`config.mk`:
```
export PLATFORM = sky130hd
export DESIGN_NAME = cdt_channel
export DESIGN_NICKNAME = d
export VERILOG_FILES = /design/src/rtl/cdt_pkg.sv /design/src/rtl/cdt_sync.sv /design/src/rtl/cdt_qual.sv /design/src/rtl/cdt_core.sv /design/src/rtl/cdt_channel.sv
export SDC_FILE = /design/constraint.sdc
export NUM_CORES = 1
export LEC_CHECK = 0
export BUFFER_PORTS_ARGS = -buffer_cell sky130_fd_sc_hd__buf_2
export CAP_MARGIN = 25
export CORE_MARGIN = 2
export CORE_UTILIZATION = 50
export CTS_CLUSTER_DIAMETER = 200
export CTS_CLUSTER_SIZE = 16
export DETAILED_ROUTE_END_ITERATION = 10
export PLACE_DENSITY = 0.89
export REMOVE_ABC_BUFFERS = 1
export SLEW_MARGIN = 25
export SYNTH_ARGS = -nofsm -noshare
export SYNTH_HDL_FRONTEND = slang
export SYNTH_SLANG_ARGS = --single-unit
```
`constraint.sdc`:
```
create_clock -name clk -period 2.88 [get_ports clk]
set_input_delay 0.72 -clock clk [delete_from_list [all_inputs] [get_ports clk]]
set_output_delay 0.72 -clock clk [all_outputs]
set_load 0.01 [all_outputs]
```
`src/rtl/cdt_pkg.sv`:
```
package cdt_pkg;

  // Cascade configuration gathered into one bundle for internal use
  typedef struct packed {
    logic [1:0] gate_en;
    logic [2:0] inv;
    logic       dual_or;
    logic [1:0] trig;
    logic       stop_en;
    logic       stop_trig;
  } cdt_csd_t;

  localparam int unsigned CDT_NUM_CSD  = 3;
  localparam int unsigned CDT_NUM_GATE = 2;

endpackage

```
`src/rtl/cdt_sync.sv`:
```
module cdt_sync #(
  parameter int W = 8
) (
  input  logic         clk,
  input  logic         rst_n,
  input  logic [W-1:0] d,
  output logic [W-1:0] q
);

  logic [W-1:0] meta_q;
  logic [W-1:0] sync_q;

  always_ff @(posedge clk or negedge rst_n) begin
    if (!rst_n) begin
      meta_q <= '0;
      sync_q <= '0;
    end else begin
      meta_q <= d;
      sync_q <= meta_q;
    end
  end

  assign q = sync_q;

endmodule

```
`src/rtl/cdt_qual.sv`:
```
module cdt_qual
  import cdt_pkg::*;
#(
  parameter int N_EVT = 8,
  parameter int SEL_W = 3
) (
  input  logic             clk,
  input  logic             rst_n,
  input  logic [N_EVT-1:0] evt_s,
  input  logic [SEL_W-1:0] sel0,
  input  logic [SEL_W-1:0] sel1,
  input  logic [SEL_W-1:0] sel2,
  input  cdt_csd_t         cfg,
  input  logic             running,
  input  logic             start,
  output logic             gate_ok,
  output logic             c2_on
);

  logic [CDT_NUM_CSD-1:0][SEL_W-1:0] sel_arr;
  logic [CDT_NUM_CSD-1:0]            sig;
  logic [CDT_NUM_GATE-1:0]           seen_q;
  logic [CDT_NUM_GATE-1:0]           term;

  assign sel_arr = {sel2, sel1, sel0};

  // Source selection and polarity for every cascade input
  for (genvar k = 0; k < CDT_NUM_CSD; k++) begin : g_src
    assign sig[k] = evt_s[sel_arr[k]] ^ cfg.inv[k];
  end

  // Trigger latches for the two gating inputs
  for (genvar k = 0; k < CDT_NUM_GATE; k++) begin : g_gate
    always_ff @(posedge clk or negedge rst_n) begin
      if (!rst_n)                 seen_q[k] <= 1'b0;
      else if (start || !running) seen_q[k] <= 1'b0;
      else if (sig[k])            seen_q[k] <= 1'b1;
    end
    assign term[k] = sig[k] | (cfg.trig[k] & seen_q[k]);
  end

  always_comb begin
    if (&cfg.gate_en) begin
      gate_ok = cfg.dual_or ? (term[0] | term[1]) : (term[0] & term[1]);
    end else begin
      gate_ok = (~cfg.gate_en[0] | term[0]) & (~cfg.gate_en[1] | term[1]);
    end
  end

  assign c2_on = sig[2];

endmodule

```
`src/rtl/cdt_core.sv`:
```
module cdt_core
  import cdt_pkg::*;
#(
  parameter int CNT_W = 32
) (
  input  logic             clk,
  input  logic             rst_n,
  input  logic             start,
  input  logic             stop_req,
  input  logic             cnt_wr,
  input  logic [CNT_W-1:0] cnt_wdata,
  input  logic [CNT_W-1:0] reload_val,
  input  logic             auto_dis,
  input  logic             auto_deact,
  input  logic             irq_en,
  input  logic             gate_ok,
  input  logic             c2_on,
  input  logic             stop_en,
  input  logic             stop_trig,
  output logic             running,
  output logic [CNT_W-1:0] count,
  output logic             enabled,
  output logic             active,
  output logic             done
);

  localparam logic [CNT_W-1:0] ZERO = '0;
  localparam logic [CNT_W-1:0] ONE  = CNT_W'(1);

  logic [CNT_W-1:0] cnt_q;
  logic             en_q;
  logic             act_q;
  logic             done_q;
  logic             run;
  logic             tick_end;
  logic             halt_all;
  logic             deact;

  assign running  = en_q & act_q;
  assign run      = running & gate_ok;
  assign tick_end = run & (cnt_q == ZERO);
  assign halt_all = stop_req
                  | (stop_en & ~stop_trig & c2_on)
                  | (tick_end & auto_dis)
                  | (tick_end & stop_en & stop_trig & c2_on);
  assign deact    = tick_end & auto_deact;

  always_ff @(posedge clk or negedge rst_n) begin
    if (!rst_n) begin
      cnt_q  <= ZERO;
      en_q   <= 1'b0;
      act_q  <= 1'b0;
      done_q <= 1'b0;
    end else begin
      if (cnt_wr)                      cnt_q <= cnt_wdata;
      else if (tick_end)               cnt_q <= (halt_all || deact) ? ZERO : reload_val;
      else if (run)                    cnt_q <= cnt_q - ONE;

      if (halt_all)                    en_q <= 1'b0;
      else if (start)                  en_q <= 1'b1;

      if (halt_all || deact)           act_q <= 1'b0;
      else if (start)                  act_q <= 1'b1;

      done_q <= irq_en & tick_end;
    end
  end

  assign count   = cnt_q;
  assign enabled = en_q;
  assign active  = act_q;
  assign done    = done_q;

endmodule

```
`src/rtl/cdt_channel.sv`:
```
module cdt_channel
  import cdt_pkg::*;
#(
  parameter int CNT_W = 32,
  parameter int N_EVT = 8,
  parameter int SEL_W = (N_EVT > 1) ? $clog2(N_EVT) : 1
) (
  input  logic             clk,
  input  logic             rst_n,
  input  logic             start,
  input  logic             stop_req,
  input  logic             cnt_wr,
  input  logic [CNT_W-1:0] cnt_wdata,
  input  logic [CNT_W-1:0] reload_val,
  input  logic             cfg_auto_dis,
  input  logic             cfg_auto_deact,
  input  logic             cfg_irq_en,
  input  logic [N_EVT-1:0] evt_in,
  input  logic [SEL_W-1:0] csd_sel0,
  input  logic [SEL_W-1:0] csd_sel1,
  input  logic [SEL_W-1:0] csd_sel2,
  input  logic [1:0]       csd_gate_en,
  input  logic [2:0]       csd_inv,
  input  logic             csd_dual_or,
  input  logic [1:0]       csd_trig,
  input  logic             csd_stop_en,
  input  logic             csd_stop_trig,
  output logic [CNT_W-1:0] count,
  output logic             enabled,
  output logic             active,
  output logic             done
);

  cdt_csd_t         csd_cfg;
  logic [N_EVT-1:0] evt_s;
  logic             gate_ok;
  logic             c2_on;
  logic             running;

  assign csd_cfg = '{gate_en:   csd_gate_en,
                     inv:       csd_inv,
                     dual_or:   csd_dual_or,
                     trig:      csd_trig,
                     stop_en:   csd_stop_en,
                     stop_trig: csd_stop_trig};

  cdt_sync #(.W(N_EVT)) sync_i (
    .clk  (clk),
    .rst_n(rst_n),
    .d    (evt_in),
    .q    (evt_s)
  );

  cdt_qual #(.N_EVT(N_EVT), .SEL_W(SEL_W)) qual_i (
    .clk    (clk),
    .rst_n  (rst_n),
    .evt_s  (evt_s),
    .sel0   (csd_sel0),
    .sel1   (csd_sel1),
    .sel2   (csd_sel2),
    .cfg    (csd_cfg),
    .running(running),
    .start  (start),
    .gate_ok(gate_ok),
    .c2_on  (c2_on)
  );

  cdt_core #(.CNT_W(CNT_W)) core_i (
    .clk       (clk),
    .rst_n     (rst_n),
    .start     (start),
    .stop_req  (stop_req),
    .cnt_wr    (cnt_wr),
    .cnt_wdata (cnt_wdata),
    .reload_val(reload_val),
    .auto_dis  (cfg_auto_dis),
    .auto_deact(cfg_auto_deact),
    .irq_en    (cfg_irq_en),
    .gate_ok   (gate_ok),
    .c2_on     (c2_on),
    .stop_en   (csd_stop_en),
    .stop_trig (csd_stop_trig),
    .running   (running),
    .count     (count),
    .enabled   (enabled),
    .active    (active),
    .done      (done)
  );

endmodule

```
==> summary.md <==
| Metric | Value |
|---|---|
| Sw Ratio | `about a third` |
| Max-slew headroom | `61.1%` |
| Antenna viol nets, final | `0` |
| Placed Instances | `604` |
| Maxcap violations | `0` |
| Compound-cell area share of the yosys netlist | `23.3%` |
| Die area | `7700 um^2` |
| Largest cells by area after synthesis | `dfrtp_1 (38%), mux2i_1 (4.0%), nand2_1 (4.0%)` |
| Mux contribution to synthesized area | `between 6 and 7%` |
| Number of global-route vias before repair | `3673` |
| Die width | `87.7 um` |
| Pin count of the biggest net entering global routing | `49` |
| Routed len/inst | `18.7 um` |
| Xor/xnor share of the synthesized area | `4.25%` |
| Clk_skew | `around 0.011 ns` |
| RSZ-0062 raised after global routing | `false` |
| PortBufs | `133` |
| Post-route cell area | `~4700 um^2` |
| Sequential share of power | `roughly 48%` |
| Post-DP HPWL | `8230 um` |
| Hold Buf Count CTS | `0` |
| Adder-cell share of the synthesized area | `0.714%` |
| Final slew viol count | `0` |
| H-tree lvl count | `2` |
| Gpl congestion | `0.959` |
| Core ar. | `6790 um^2` |
| Reg-to-reg slack, setup | `0.13 ns` |
| DR vias | `3858` |
| Cell area after synthesis | `3510 um^2` |
| Finished Layout Cells | `617` |
| Worst Path Arrival | `roughly 3.0 ns` |
| CP Capture Type | `flop` |
| Leakage | `0.00212 uW` |
| Worst-Skew Late Latency | `0.32 ns` |
| Synthesized area per cell | `~9.4 um^2` |
| Ant. Diodes | `0` |
| Post-synth EDFFs | `0` |
| Post-synthesis sequential area ratio | `37.8%` |
| Crit path max-delay family | `multiplexers` |
| FMAX | `0.356 GHz` |
| Site Rows | `30` |
| Synth Instances | `between 300 and 400` |
| Tcrit/Tclk final | `~100%` |
| Root buffer cell | `clkbuf_8` |
| Yosys cell types | `66` |
| Req. time, crit path | `between 3 and 4 ns` |
| Crit path cell chain | `buf_2 -> mux2_2 -> mux4_2 -> mux2i_2 -> a41oi_2 -> buf_4 -> o21ai_4 -> buf_12 -> buf_4 -> or3_1 -> o21ai_0` |
| CP Buf/Inv Count | `4` |
| Synthesis-to-finish area growth | `32.9%` |
| Clock Power Share | `24.9%` |
| CTS buffer count | `5` |
| Slowest cell on crit path | `mux4_2` |
| Cell mode on critical path | `buf_4` |
| CTS Buffer Depth | `2` |
| Tot Pwr | `1860 uW` |
| Num Clock Sinks | `53` |
| Flops & latches, synth | `53` |
| Yosys Warn Count | `0` |
| Crit path max fanout | `5` |
| First-pass GRT wire length | `between 15000 and 20000 um` |
| Remaining Overflow, GRT | `0` |
| Hold slack final | `0.216 ns` |
| Crit-path max cell delay | `between 0.5 and 0.6 ns` |
| Outcome | `finished, final reports clean` |
| Synth top area share | `37.8%` |
| Synth Area in Simple Gates | `23.0%` |
| Starting DRC count in detailed routing | `420` |
| Measured slew at the worst slew-check pin | `approximately 0.57 ns` |
| Share of cells above drive strength 1 | `about two fifths` |
| Worst-path clk slew | `0.11 ns` |
| Pint | `1230 uW` |
| Hold WC Path Type | `in -> async` |
| Placed Instance Area | `4450 um^2` |
| Comb pwr share | `27.2%` |
| DRT Wirelength | `11500 um` |
| Starting Density | `around half` |
| Initial antenna violation count | `0` |
| Die Ht | `87.7 um` |
| First-pass DRT Iterations | `5` |
| Nets@finish | `621` |
| Setup-failing EPs final | `0` |
| Crit path kind | `in -> reg` |
| Largest area contributor in the netlist | `dfrtp_1` |
| NetSw | `628 uW` |
| Maximum VDD drop | `between 0.2 and 0.25 mV` |
| # fillers | `~500` |
| Largest family of logic cells by synthesized area | `compound AO/OA/AOI/OAI gates` |
| Final hold vios | `0` |
| Drt drc | `0` |
| All-Layer GR Usage | `29.5%` |
| Ys async rst share | `100%` |
| IO Count | `134` |
| Routed vias/inst | `6.25` |
| Worst Setup Start Kind | `primary input` |
| Min cycle time layout | `2.81 ns` |
| P per Cell Area | `~400 nW/um^2` |
| CTS tree | `yes` |
| Main synth FF type | `dfrtp_1` |
## flip-flops by register name (all words and copies together), names as in the netlist
name,count
sync_i.q,8
sync_i.meta_q,8
core_i.enabled,1
qual_i.seen_q,2
core_i.count,32
core_i.done,1
core_i.active,1
## logic make-up after synthesis
logic type	Yosys count
and+or+nand+nor	143
AOI/OAI and AO/OA	105
DFF	53
buffers and inverters	30
muxes	21
xor gates and xnor gates	17
adders and majority gates	2
## path summary, 6_finish.rpt
kind | from | end | cells past startpoint
setup / recovery | csd_sel0[0] | core_i.count[2] | 11
hold / removal | rst_n | sync_i.meta_q[7] | 1
setup reg to reg | core_i.count[19] | core_i.count[14] | 8
hold reg to reg | sync_i.meta_q[3] | sync_i.q[3] | 0
max in group asynchronous | rst_n | core_i.count[20] | 2
min in group clk | sync_i.meta_q[3] | sync_i.q[3] | 0
## what timing repair did
action	CTS	global route
setup buffers	0	4
hold endpoints to repair	0	0
endpoints found under the setup margin	0	7
resized for setup	0	8
## metrics by stage
| stage | TNS, ns | setup WS [ns] | utilization (%) |
|---|---|---|---|
| finish | 0 | 0.0737 | 68.6 |
| global route | 0 | 0.00135 | 68.6 |
| CTS | 0 | 0.0148 | 67.0 |
| detailed placement | -5.84 | -0.280 | 65.5 |
| global placement | -2.22 | -0.165 | 65.5 |
| floorplan | -40.74 | -1.40 | - |
## layer usage
metal | vias up | share of wire (%) | routed length (um) | GRT usage [%]
met3 | 57 | 8.6 | 997 | 4.43
li1 | 1719 | - | - | -
met4 | 0 | 4.7 | 539 | 14.4
met5 | - | 0 | 0 | 0
met2 | 274 | 48 | 5530 | 48.8
met1 | 1808 | 39 | 4480 | 37.7
## area by class of cell
class / instances / area (um^2) / area share [%]
Inverter: 6 / 22.5 / 0.483
Clock buffer: 5 / 68.8 / 1.48
Clock inverter: 3 / 28.8 / 0.618
Tap cell: 96 / 120 / 2.58
Timing Repair Buffer: 166 / 997 / 21.4
Multi-Input combinational cell: 288 / 2090 / 45.0
Sequential cell: 53 / 1330 / 28.5
## power groups by stage
stage	combinational [uW]	clock, uW	sequential [uW]
after CTS	479	469	886
after global routing	549	498	897
final	504	463	889
after detailed placement	475	0	900
after floorplan	214	0	906
after global placement	457	0	895
## cells in the final DEF, fill, tap and decap left out, types with 5 or more instances in the layout
| master | synthesis | routed |
|---|---|---|
| o311ai_1 | 14 | 14 |
| mux2_2 | 5 | 5 |
| nor2_1 | 24 | 23 |
| nor4_1 | 8 | 7 |
| clkbuf_8 | 0 | 5 |
| dfrtp_1 | 53 | 53 |
| a21oi_1 | 16 | 16 |
| mux2i_1 | 14 | 13 |
| nor3_1 | 14 | 14 |
| xor2_1 | 13 | 13 |
| inv_1 | 5 | 5 |
| nand2_1 | 37 | 37 |
| buf_2 | 7 | 133 |
| a22oi_1 | 13 | 13 |
| a2bb2oi_1 | 5 | 5 |
| nand3_1 | 18 | 18 |
| a211oi_1 | 8 | 6 |
| buf_12 | 0 | 5 |
| buf_4 | 1 | 26 |
| or2_2 | 6 | 6 |
| o21ai_0 | 9 | 9 |
## cells in the mapped netlist (3+ instances only)
| master | instances |
|---|---|
| dfrtp_1 | 53 |
| nand2_1 | 37 |
| nor2_1 | 24 |
| nand3_1 | 18 |
| a21oi_1 | 16 |
| mux2i_1 | 14 |
| nor3_1 | 14 |
| o311ai_1 | 14 |
| a22oi_1 | 13 |
| clkbuf_1 | 13 |
| xor2_1 | 13 |
| o21ai_0 | 9 |
| a211oi_1 | 8 |
| nor4_1 | 8 |
| buf_2 | 7 |
| or2_2 | 6 |
| a2bb2oi_1 | 5 |
| inv_1 | 5 |
| mux2_2 | 5 |
| nand2b_1 | 4 |
| nor4_4 | 4 |
| o31ai_1 | 4 |
| or3_1 | 4 |
| xnor2_1 | 4 |
| a21o_1 | 3 |
| a31oi_1 | 3 |
| nand3b_1 | 3 |
| nand4_1 | 3 |
| nor2b_1 | 3 |
| nor4b_1 | 3 |
| o21ai_1 | 3 |
| o311ai_2 | 3 |
Note: power is estimated with default switching activity, not from simulation.
